[src/rtl/cart_glue_pkg.sv]
package cart_glue_pkg;
  // Decoded bus events, passed from control to datapath
  typedef struct packed {
    logic winHit;   // $6000-$7FFF access in progress
    logic bankRd;   // read of $6xxx
    logic bankWr;   // write of $6xxx
    logic nicRd;    // read of $7xxx
    logic nicWr;    // write of $7xxx
    logic cartHit;  // $8000-$FFFF access in progress
    logic prgRd;
    logic prgWr;
  } glueStrb_t;
endpackage

[src/rtl/cart_glue_ctrl.sv]
module cart_glue_ctrl
  import cart_glue_pkg::*;
(
  input  logic      clk,
  input  logic      rstN,
  input  logic      m2,
  input  logic      romSelN,
  input  logic      rwN,
  input  logic      a14,
  input  logic      a13,
  input  logic      a12,
  output glueStrb_t strb
);
  logic inWindow;
  logic inCart;

  // romSelN high with M2 high means A15 low; A14 and A13 finish the $6000 match
  assign inWindow = m2 & romSelN & a14 & a13;
  assign inCart   = m2 & ~romSelN;

  always_comb begin
    strb         = '0;
    strb.winHit  = inWindow;
    strb.bankRd  = inWindow & ~a12 &  rwN;
    strb.bankWr  = inWindow & ~a12 & ~rwN;
    strb.nicRd   = inWindow &  a12 &  rwN;
    strb.nicWr   = inWindow &  a12 & ~rwN;
    strb.cartHit = inCart;
    strb.prgRd   = inCart &  rwN;
    strb.prgWr   = inCart & ~rwN;
  end

  // the four window decodes are mutually exclusive
  a_r2_window_onehot: assert property (@(posedge clk) disable iff (!rstN)
    $onehot0({strb.bankRd, strb.bankWr, strb.nicRd, strb.nicWr}));

  // nothing decodes during the first half of the CPU cycle
  a_r9_m2_low_idle: assert property (@(posedge clk) disable iff (!rstN)
    !m2 |-> (strb == '0));

  // window and cartridge range never overlap
  a_r1_ranges_disjoint: assert property (@(posedge clk) disable iff (!rstN)
    !(strb.winHit && strb.cartHit));
endmodule

[src/rtl/cart_glue_dp.sv]
module cart_glue_dp
  import cart_glue_pkg::*;
#(
  parameter int BANK_W     = 4,
  parameter int SLICE_BITS = 2,
  parameter int CPU_AW     = 15
) (
  input  logic                         clk,
  input  logic                         rstN,
  input  glueStrb_t                    strb,
  input  logic [CPU_AW-1:0]            cpuAddr,
  input  logic [BANK_W-1:0]            cpuData,
  output logic                         romCeN,
  output logic                         ramCeN,
  output logic                         prgOeN,
  output logic                         prgWeN,
  output logic [SLICE_BITS+CPU_AW-1:0] prgAddr,
  output logic [BANK_W-1:0]            chrBank
);
  localparam int DEV_BIT = BANK_W - 1;

  logic [BANK_W-1:0] prgBank;
  logic [BANK_W-1:0] chrReg;
  logic              unusedPrgBits;

  // PRG bank: captured from the address lines on a read of $6xxx
  always_ff @(posedge clk or negedge rstN) begin
    if (!rstN)            prgBank <= '0;
    else if (strb.bankRd) prgBank <= cpuAddr[BANK_W-1:0];
  end

  // CHR bank: captured from the data lines on a write of $6xxx
  always_ff @(posedge clk or negedge rstN) begin
    if (!rstN)            chrReg <= '0;
    else if (strb.bankWr) chrReg <= cpuData;
  end

  // Bits between the slice bits and the device bit take no part in steering
  generate
    if (DEV_BIT > SLICE_BITS) begin : g_mid
      assign unusedPrgBits = ^prgBank[DEV_BIT-1:SLICE_BITS];
    end else begin : g_nomid
      assign unusedPrgBits = 1'b0;
    end
  endgenerate

  assign romCeN  = ~(strb.cartHit & ~prgBank[DEV_BIT]);
  assign ramCeN  = ~(strb.cartHit &  prgBank[DEV_BIT]);
  assign prgOeN  = ~strb.prgRd;
  assign prgWeN  = ~strb.prgWr;
  assign prgAddr = {prgBank[SLICE_BITS-1:0], cpuAddr};
  assign chrBank = chrReg;

  // PRG bank follows the address nibble of a $6xxx read
  a_r3_prg_load: assert property (@(posedge clk) disable iff (!rstN)
    strb.bankRd |=> prgBank == $past(cpuAddr[BANK_W-1:0]));

  // CHR bank follows the data nibble of a $6xxx write
  a_r4_chr_load: assert property (@(posedge clk) disable iff (!rstN)
    strb.bankWr |=> chrBank == $past(cpuData));

  // no other access disturbs the banks
  a_r6_prg_hold: assert property (@(posedge clk) disable iff (!rstN)
    !strb.bankRd |=> $stable(prgBank));
  a_r6_chr_hold: assert property (@(posedge clk) disable iff (!rstN)
    !strb.bankWr |=> $stable(chrBank));

  // flash and PRG RAM are never enabled together
  a_r7_one_device: assert property (@(posedge clk) disable iff (!rstN)
    $onehot0({~romCeN, ~ramCeN}));
endmodule

[src/rtl/cart_bank_glue.sv]
module cart_bank_glue
  import cart_glue_pkg::*;
#(
  parameter int BANK_W     = 4,
  parameter int SLICE_BITS = 2,
  parameter int CPU_AW     = 15
) (
  input  logic                         clk,
  input  logic                         rstN,
  input  logic                         m2,
  input  logic                         romSelN,
  input  logic                         rwN,
  input  logic [CPU_AW-1:0]            cpuAddr,
  input  logic [BANK_W-1:0]            cpuData,
  output logic                         winSelN,
  output logic                         nicRdN,
  output logic                         nicWrN,
  output logic                         romCeN,
  output logic                         ramCeN,
  output logic                         prgOeN,
  output logic                         prgWeN,
  output logic [SLICE_BITS+CPU_AW-1:0] prgAddr,
  output logic [BANK_W-1:0]            chrBank
);
  glueStrb_t strb;

  cart_glue_ctrl u_ctrl (
    .clk     (clk),
    .rstN    (rstN),
    .m2      (m2),
    .romSelN (romSelN),
    .rwN     (rwN),
    .a14     (cpuAddr[CPU_AW-1]),
    .a13     (cpuAddr[CPU_AW-2]),
    .a12     (cpuAddr[CPU_AW-3]),
    .strb    (strb)
  );

  cart_glue_dp #(
    .BANK_W     (BANK_W),
    .SLICE_BITS (SLICE_BITS),
    .CPU_AW     (CPU_AW)
  ) u_dp (
    .clk     (clk),
    .rstN    (rstN),
    .strb    (strb),
    .cpuAddr (cpuAddr),
    .cpuData (cpuData),
    .romCeN  (romCeN),
    .ramCeN  (ramCeN),
    .prgOeN  (prgOeN),
    .prgWeN  (prgWeN),
    .prgAddr (prgAddr),
    .chrBank (chrBank)
  );

  // The network controller strobes come straight from the $7xxx decodes
  assign winSelN = ~strb.winHit;
  assign nicRdN  = ~strb.nicRd;
  assign nicWrN  = ~strb.nicWr;
endmodule

[config.mk]
export PLATFORM = sky130hd
export DESIGN_NAME = cart_bank_glue
export DESIGN_NICKNAME = d
export VERILOG_FILES = /design/src/rtl/cart_glue_pkg.sv /design/src/rtl/cart_glue_ctrl.sv /design/src/rtl/cart_glue_dp.sv /design/src/rtl/cart_bank_glue.sv
export SDC_FILE = /design/constraint.sdc
export NUM_CORES = 1
export LEC_CHECK = 0
export BUFFER_PORTS_ARGS = -buffer_cell sky130_fd_sc_hd__buf_2
export CORE_MARGIN = 4
export CORE_UTILIZATION = 34
export CTS_CLUSTER_DIAMETER = 100
export DETAILED_ROUTE_END_ITERATION = 8
export PLACE_DENSITY = 0.89
export SETUP_SLACK_MARGIN = 0.02
export SKIP_CTS_REPAIR_TIMING = 1
export SLEW_MARGIN = 20
export SYNTH_ARGS = -nofsm -noshare
export SYNTH_HDL_FRONTEND = slang
export SYNTH_SLANG_ARGS = --single-unit
[constraint.sdc]
create_clock -name clk -period 2.45 [get_ports clk]
set_clock_uncertainty 0.05 [all_clocks]
set_input_delay 0.245 -clock clk [delete_from_list [all_inputs] [get_ports clk]]
set_output_delay 0.245 -clock clk [all_outputs]
set_load 0.02 [all_outputs]
# Word level (Yosys, flattened, before mapping)
# Index checks and enable logic that the tools add are counted.
# totals
elab_cells,27
reg_bits,8
in_bits,24
out_inout_bits,28
# op_classes
bitwise,25
# op_table
cell,count
1-bit bitwise AND,14
1-bit inverter,11

# Depth between registers and ports, before layout
# Gate-level depths: netlist of the first run.
# depth
ltp_word,6
ltp_mapped,3
mapped_depth_nobuf,3

# Hierarchy
# A second synthesis of the first run with hierarchy kept.
# unflattened
cells_unflattened,50
hier_area_um2,488.0
# modules_own_cells
mod,n_inst,area_per_inst_um2,cells_per_inst,seq_area_each_um2
cart_glue_dp,1,399.1,35,175.2
cart_glue_ctrl,1,77.6,12,0.0
cart_bank_glue,1,11.3,3,0.0

# Worst setup path after synthesis of the first run
# OpenSTA, ideal clock, no wires.
# synth_path
path_kind,input-to-reg
startpoint,in cpuAddr[13]
endpoint,reg u_dp.prgBank[0]
cell_stages,3
arrival_ns,1.207
t_required_ns,2.275
setup_time_ns,0.125
path_slack_ns,1.068
path_buffers,0
cell_sequence,nand4_2 nor3b_1 mux2_2
# synth_between
elab_chain_len,3
# synth_lines
item,line_no,rtl
from (decl),cart_bank_glue.sv:13,"input logic [CPU_AW-1:0] cpuAddr,"
1-bit bitwise AND,cart_glue_ctrl.sv:18,assign inWindow = m2 & romSelN & a14 & a13;
1-bit bitwise AND (2 in series),cart_glue_ctrl.sv:24,strb.bankRd = inWindow & ~a12 & rwN;
to (signal assigned),cart_glue_dp.sv:29,else if (strb.bankRd) prgBank <= cpuAddr[BANK_W-1:0];
to (decl),cart_glue_dp.sv:22,logic [BANK_W-1:0] prgBank;
# No other way between the ends.
# A chain may end at the register's enable or synchronous reset.

# Worst setup path in the final report of the first run
# layout_path
startpoint,reg u_dp.prgBank[3]
endpoint,out romCeN
# layout_between
elab_chain_len,3
# layout_lines
item,line_no,rtl
1-bit inverter,cart_glue_dp.sv:47,assign romCeN = ~(strb.cartHit & ~prgBank[DEV_BIT]);
1-bit bitwise AND,cart_glue_dp.sv:47,
1-bit inverter,cart_glue_dp.sv:47,
to (decl),cart_bank_glue.sv:18,"output logic romCeN,"
# No other way between the ends.

==> metrics.txt, run 1 <==
Layout area overhead=20.1%; vias=359; Placed Area=510 um2; FF-to-FF Start=u_dp.prgBank[3]$_DFFE_PN0P_; Hold Startpoint=cpuData[1]; Slew Viols, Final=0; outcome=finished, final reports clean; relative slew slack=0.700; nets=slightly below 90; post-synthesis sequential area ratio=0.385; TritonCTS buffer count=3; largest net degree at the start of global routing=8; die area=1990 um2; Tcrit/Tclk final=0.502; global route overflow=0; CP arrival=0.93 ns; PD cells=663 nW/um2; R2R Setup Slk=1.63 ns; CTS max path bufs=2; yosys warns=0; Comb power frac=0.306; Inst Count DP=72; maximum vdd ir drop=0.000328 V; n_diodes=0; Die H=44.6 um; WHS Endpoint=u_dp.chrBank[1]$_DFFE_PN0P_; CTS root buf=clkbuf_4; reg2reg path depth=1; vias in the first global route=362; Worst Setup End Kind=output pin; die width=between 40 and 50 um; initial antenna violation count=0; crit start category=flip-flop; WL/cell=between 10 and 15 um; critical path peak fanout=3; Slew @ Worst Pin=0.449 ns; CTS tree=yes; Worst-path clk slew=around 0.050 ns; num rows=12; RSZ-0062 raised after global routing=no; Final Instance Area=~550 um2; share of layout cells above drive strength 1=0.714; Initial Util=0.384; Pint=248 uW; crit path kind=reg2out; Clock Sinks=7; Yosys reg bits=7; Pleak=0.294 nW; # IOs=52; drt via density=4.66; Tot GR Track Use=0.102; first-pass GRT wire length=1.48 mm; clock power share=0.281; maxcap violations=0; Sequential Power Share=0.413; Psw=114 uW; reg-to-reg endpoint=u_dp.prgBank[3]$_DFFE_PN0P_; Filler Cell Count=between 100 and 150; DR pass1 iterations=2; Final ANT Viol Nets=0; H-tree depth=1; Avg Cell Area, Syn=between 10 and 15 um2; CORE AREA=1190 um2; Netlist cell types=12; Worst Hold Class=in2reg; syn_nets=66; CP startpoint=u_dp.prgBank[3]$_DFFE_PN0P_; Clock Latency Late Sink=about 0.24 ns; WL final=927 um; DRT iter0 DRCs=1; CP required=2.15 ns; Non-Filler Instances=77; Fmax=814 MHz; IO Port Bufs=33; Final Setup Violations=0; Hold Crit Depth=2; final hold violations=0; synthesized cell area=around 460 um2; post-route minimum period=~1.2 ns; Final TNS setup=0 ns; DR DRC count=0; post-synthesis cell count=42; switch share=0.315; GP Congestion=0.609
-- cell usage after synthesis --
library cell,n,area (um2)
buf_4,17,128
dfrtp_1,7,175
mux2_2,7,78.8
nand2_1,2,7.51
nand2b_1,2,12.5
inv_1,1,3.75
nand3_1,1,5.00
nand3b_1,1,7.51
nand4_2,1,12.5
nor2b_1,1,6.26
nor3b_1,1,7.51
or3_4,1,11.3
-- power groups by stage --
stage / registers, mW / logic, mW / clock network (mW)
2_1_floorplan: 0.166 / 0.0854 / 0
3_3_place_gp: 0.150 / 0.110 / 0
3_5_place_dp: 0.151 / 0.112 / 0
4_1_cts: 0.150 / 0.112 / 0.108
5_1_grt: 0.152 / 0.121 / 0.114
6_report: 0.150 / 0.111 / 0.102
-- worst max path at each step --
stage | endpoint | slack (ns) | cells after the start
finish | romCeN | 1.22 | 2
global route | romCeN | 1.15 | 2
CTS | romCeN | 1.20 | 2
detailed placement | u_dp.prgBank[3]$_DFFE_PN0P_ | 0.96 | 4
global placement | u_dp.prgBank[1]$_DFFE_PN0P_ | 1.06 | 4
floorplan | u_dp.prgBank[0]$_DFFE_PN0P_ | 1.07 | 3
-- routing by layer --
layer,wire [um],up-vias,GRT usage
li1,-,166,-
met1,281,165,0.0988
met2,494,26,0.166
met3,149,2,0.0407
met4,2,0,0.0843
met5,0,-,0
-- registers in the layout (all words and copies together), names as in the netlist --
name / flops
u_dp.chrBank: 4
u_dp.prgBank: 3
-- through the flow --
step                hold slack [ns]  setup WS [ns]  power [mW]  utilization
floorplan                    -0.101           1.07       0.251            -
global placement             0.0307           1.06       0.260        0.430
detailed placement           0.0331          0.960       0.263        0.430
CTS                          -0.239           1.20       0.370        0.453
global route                  0.179           1.15       0.388        0.461
finish                        0.182           1.22       0.363        0.461
-- placed cells by master (no fill, tap or decap) --
master,count
or3_4,1
nand3_1,1
dlygate4sd3_1,1
nor2b_1,1
nand3b_1,1
nand2_1,2
inv_1,1
buf_2,33
dfrtp_1,7
nand2b_1,2
nor3b_1,1
nand4_2,1
mux2_2,7
clkbuf_4,3
clkbuf_1,1
-- final cells by class --
type	instances	area, um2	area share
multi-input combinational	17	149	0.272
inverter	1	3.75	0.00686
sequential	7	175	0.320
clock buffer	4	26.3	0.0481
tap	14	17.5	0.0320
timing repair buffer	34	175	0.320
-- critical path: stages (launching register included) --
cell	delay, ns
dfrtp_1	0.39
nand2b_1	0.14
buf_2	0.16
-- logic make-up (layout without fill, tap and decap cells) --
family / count (synthesis) / in the layout / share of synthesized area
DFF: 7 / 7 / 0.385
buffers and inverters: 18 / 39 / 0.288
muxes: 7 / 7 / 0.173
and+or+nand+nor: 10 / 10 / 0.154
Note: power is estimated with default switching activity, not from simulation.
==> run 2: changes to the inputs <==
Settings changed: ABC_AREA set to 1, CORE_UTILIZATION 34 to 33, PLACE_DENSITY 0.89 to 0.85.
Clock period 2.45 ns to 1.15 ns, I/O delays scaled along.
==> metrics.txt, run 2 <==
CP required=0.99 ns; Worst Setup End Kind=output pin; num rows=13; maxcap violations=0; IO Port Bufs=33; vias=453; post-synthesis sequential area ratio=0.364; drt via density=4.62; synthesized cell area=482 um2; Pleak=approximately 0.33 nW; post-route minimum period=1.12 ns; GP Congestion=0.751; post-synthesis cell count=61; initial antenna violation count=0; TritonCTS buffer count=3; Slew @ Worst Pin=between 0.2 and 0.25 ns; global route overflow=0; leading cell type in the layout, fill and taps excluded=buf_2; critical path peak fanout=3; relative slew slack=0.853; Avg Cell Area, Syn=7.90 um2; Die H=46.2 um; Placed Area=542 um2; Layout area overhead=21.0%; Final Setup Violations=0; Inst Count DP=93; yosys warns=0; # IOs=52; DRT iter0 DRCs=6; CTS root buf=clkbuf_4; Post-synth top cells=buf_4 (17), nand2_1 (16), dfrtp_1 (7), nand3_1 (7), nand4_1 (7); Clock Sinks=7; dpl hpwl=895 um; CORE AREA=1330 um2; vias in the first global route=357; WL/cell=roughly 11 um; Slew Viols, Final=0; most area-consuming cells after synthesis=dfrtp_1 (36%), buf_4 (26%), nand2_1 (12%), nand4_1 (9.1%), nand3_1 (7.3%); final hold violations=0; final core occ=0.437; die width=between 40 and 50 um; Final ANT Viol Nets=0; maximum vdd ir drop=roughly 0.0008 V; die area=~2100 um2; outcome=finished, final reports clean; Initial Util=0.361; DR pass1 iterations=4; Clock Latency Late Sink=0.24 ns; Post-synth EDFFs=0; DR DRC count=0; WL final=approximately 1.1 mm; Netlist cell types=10; syn_nets=85; largest net degree at the start of global routing=11; CP arrival=about 0.96 ns; Yosys reg bits=7; area leader, netlist=dfrtp_1; H-tree depth=1; nets=108; share of layout cells above drive strength 1=0.470; crit path kind=reg2out; Tot Pwr=between 700 and 800 uW; count leader, synth=buf_4; CTS tree=yes; first-pass GRT wire length=between 1.5 and 2 mm; most frequent cells in the layout=buf_2 (33), nand2_1 (16), nand3_1 (7), nand4_1 (7), dfrtp_1 (7); Worst-path clk slew=0.05 ns; Worst Hold Class=in2reg; PD cells=1330 nW/um2; worst hold slack=about 0.078 ns; Synth top area share=0.364; Non-Filler Instances=98; Largest register FFs=4; n_diodes=0; ys flop type=dfrtp_1; Fmax=889 MHz; Tot GR Track Use=0.103; CTS max path bufs=2; RSZ-0062 raised after global routing=yes; Final Instance Area=583 um2; Tcrit/Tclk final=0.978; crit start category=flip-flop; Async S/R FF share, synth=1.00
## run 2: metal layers
layer | vias up | wire, um | GRT usage
met5 | - | 0 | 0
met4 | 0 | 0 | 0.0284
met3 | 0 | 127 | 0.0664
met2 | 21 | 551 | 0.162
met1 | 204 | 413 | 0.113
li1 | 228 | - | -
## run 2: cell type report
| class | count | area (um2) |
|---|---|---|
| flip-flops and latches | 7 | 175 |
| multi-input cells | 32 | 158 |
| fillers | 143 | 751 |
| well taps | 15 | 18.8 |
| clock buffers | 4 | 26.3 |
| inverters | 4 | 15.0 |
| repair buffers | 36 | 190 |
## run 2: kinds of logic after synthesis
group | count (synthesis) | synth area share
flip-flops | 7 | 0.364
buffers and inverters | 22 | 0.319
AND/OR/NAND/NOR | 32 | 0.317
## run 2: power by group
part	total (mW)	switching [mW]	leakage, nW	internal, mW
Combinational	0.242	0.156	0.222	0.0853
Clock	0.219	0.0871	0.0150	0.132
Sequential	0.317	0.0244	0.0908	0.292
## run 2: path summary, 6_finish.rpt
check	cells past startpoint	start	slack, ns	end
max	2	u_dp.prgBank[3]$_DFFE_PN0P_	0.03	romCeN
min	3	cpuData[0]	0.08	u_dp.chrBank[0]$_DFFE_PN0P_
max reg2reg	2	u_dp.prgBank[3]$_DFFE_PN0P_	0.48	u_dp.prgBank[3]$_DFFE_PN0P_
min reg2reg	2	u_dp.prgBank[1]$_DFFE_PN0P_	0.41	u_dp.prgBank[1]$_DFFE_PN0P_
max in group asynchronous	2	rstN	0.72	u_dp.chrBank[2]$_DFFE_PN0P_
min in group asynchronous	2	rstN	0.18	u_dp.prgBank[1]$_DFFE_PN0P_
## run 2: per-stage QoR
stage / setup WS [ns] / setup TNS [ns]
2_1_floorplan: 0.357 / 0
3_3_place_gp: 0.0679 / 0
3_5_place_dp: 0.0117 / 0
4_1_cts: 0.0204 / 0
5_1_grt: -0.0244 / -0.0244
6_report: 0.0252 / 0
## run 2: worst max-delay path: stages (launching register included)
cell      delay (ns)
dfrtp_1         0.39
nand3b_1        0.16
buf_2           0.16
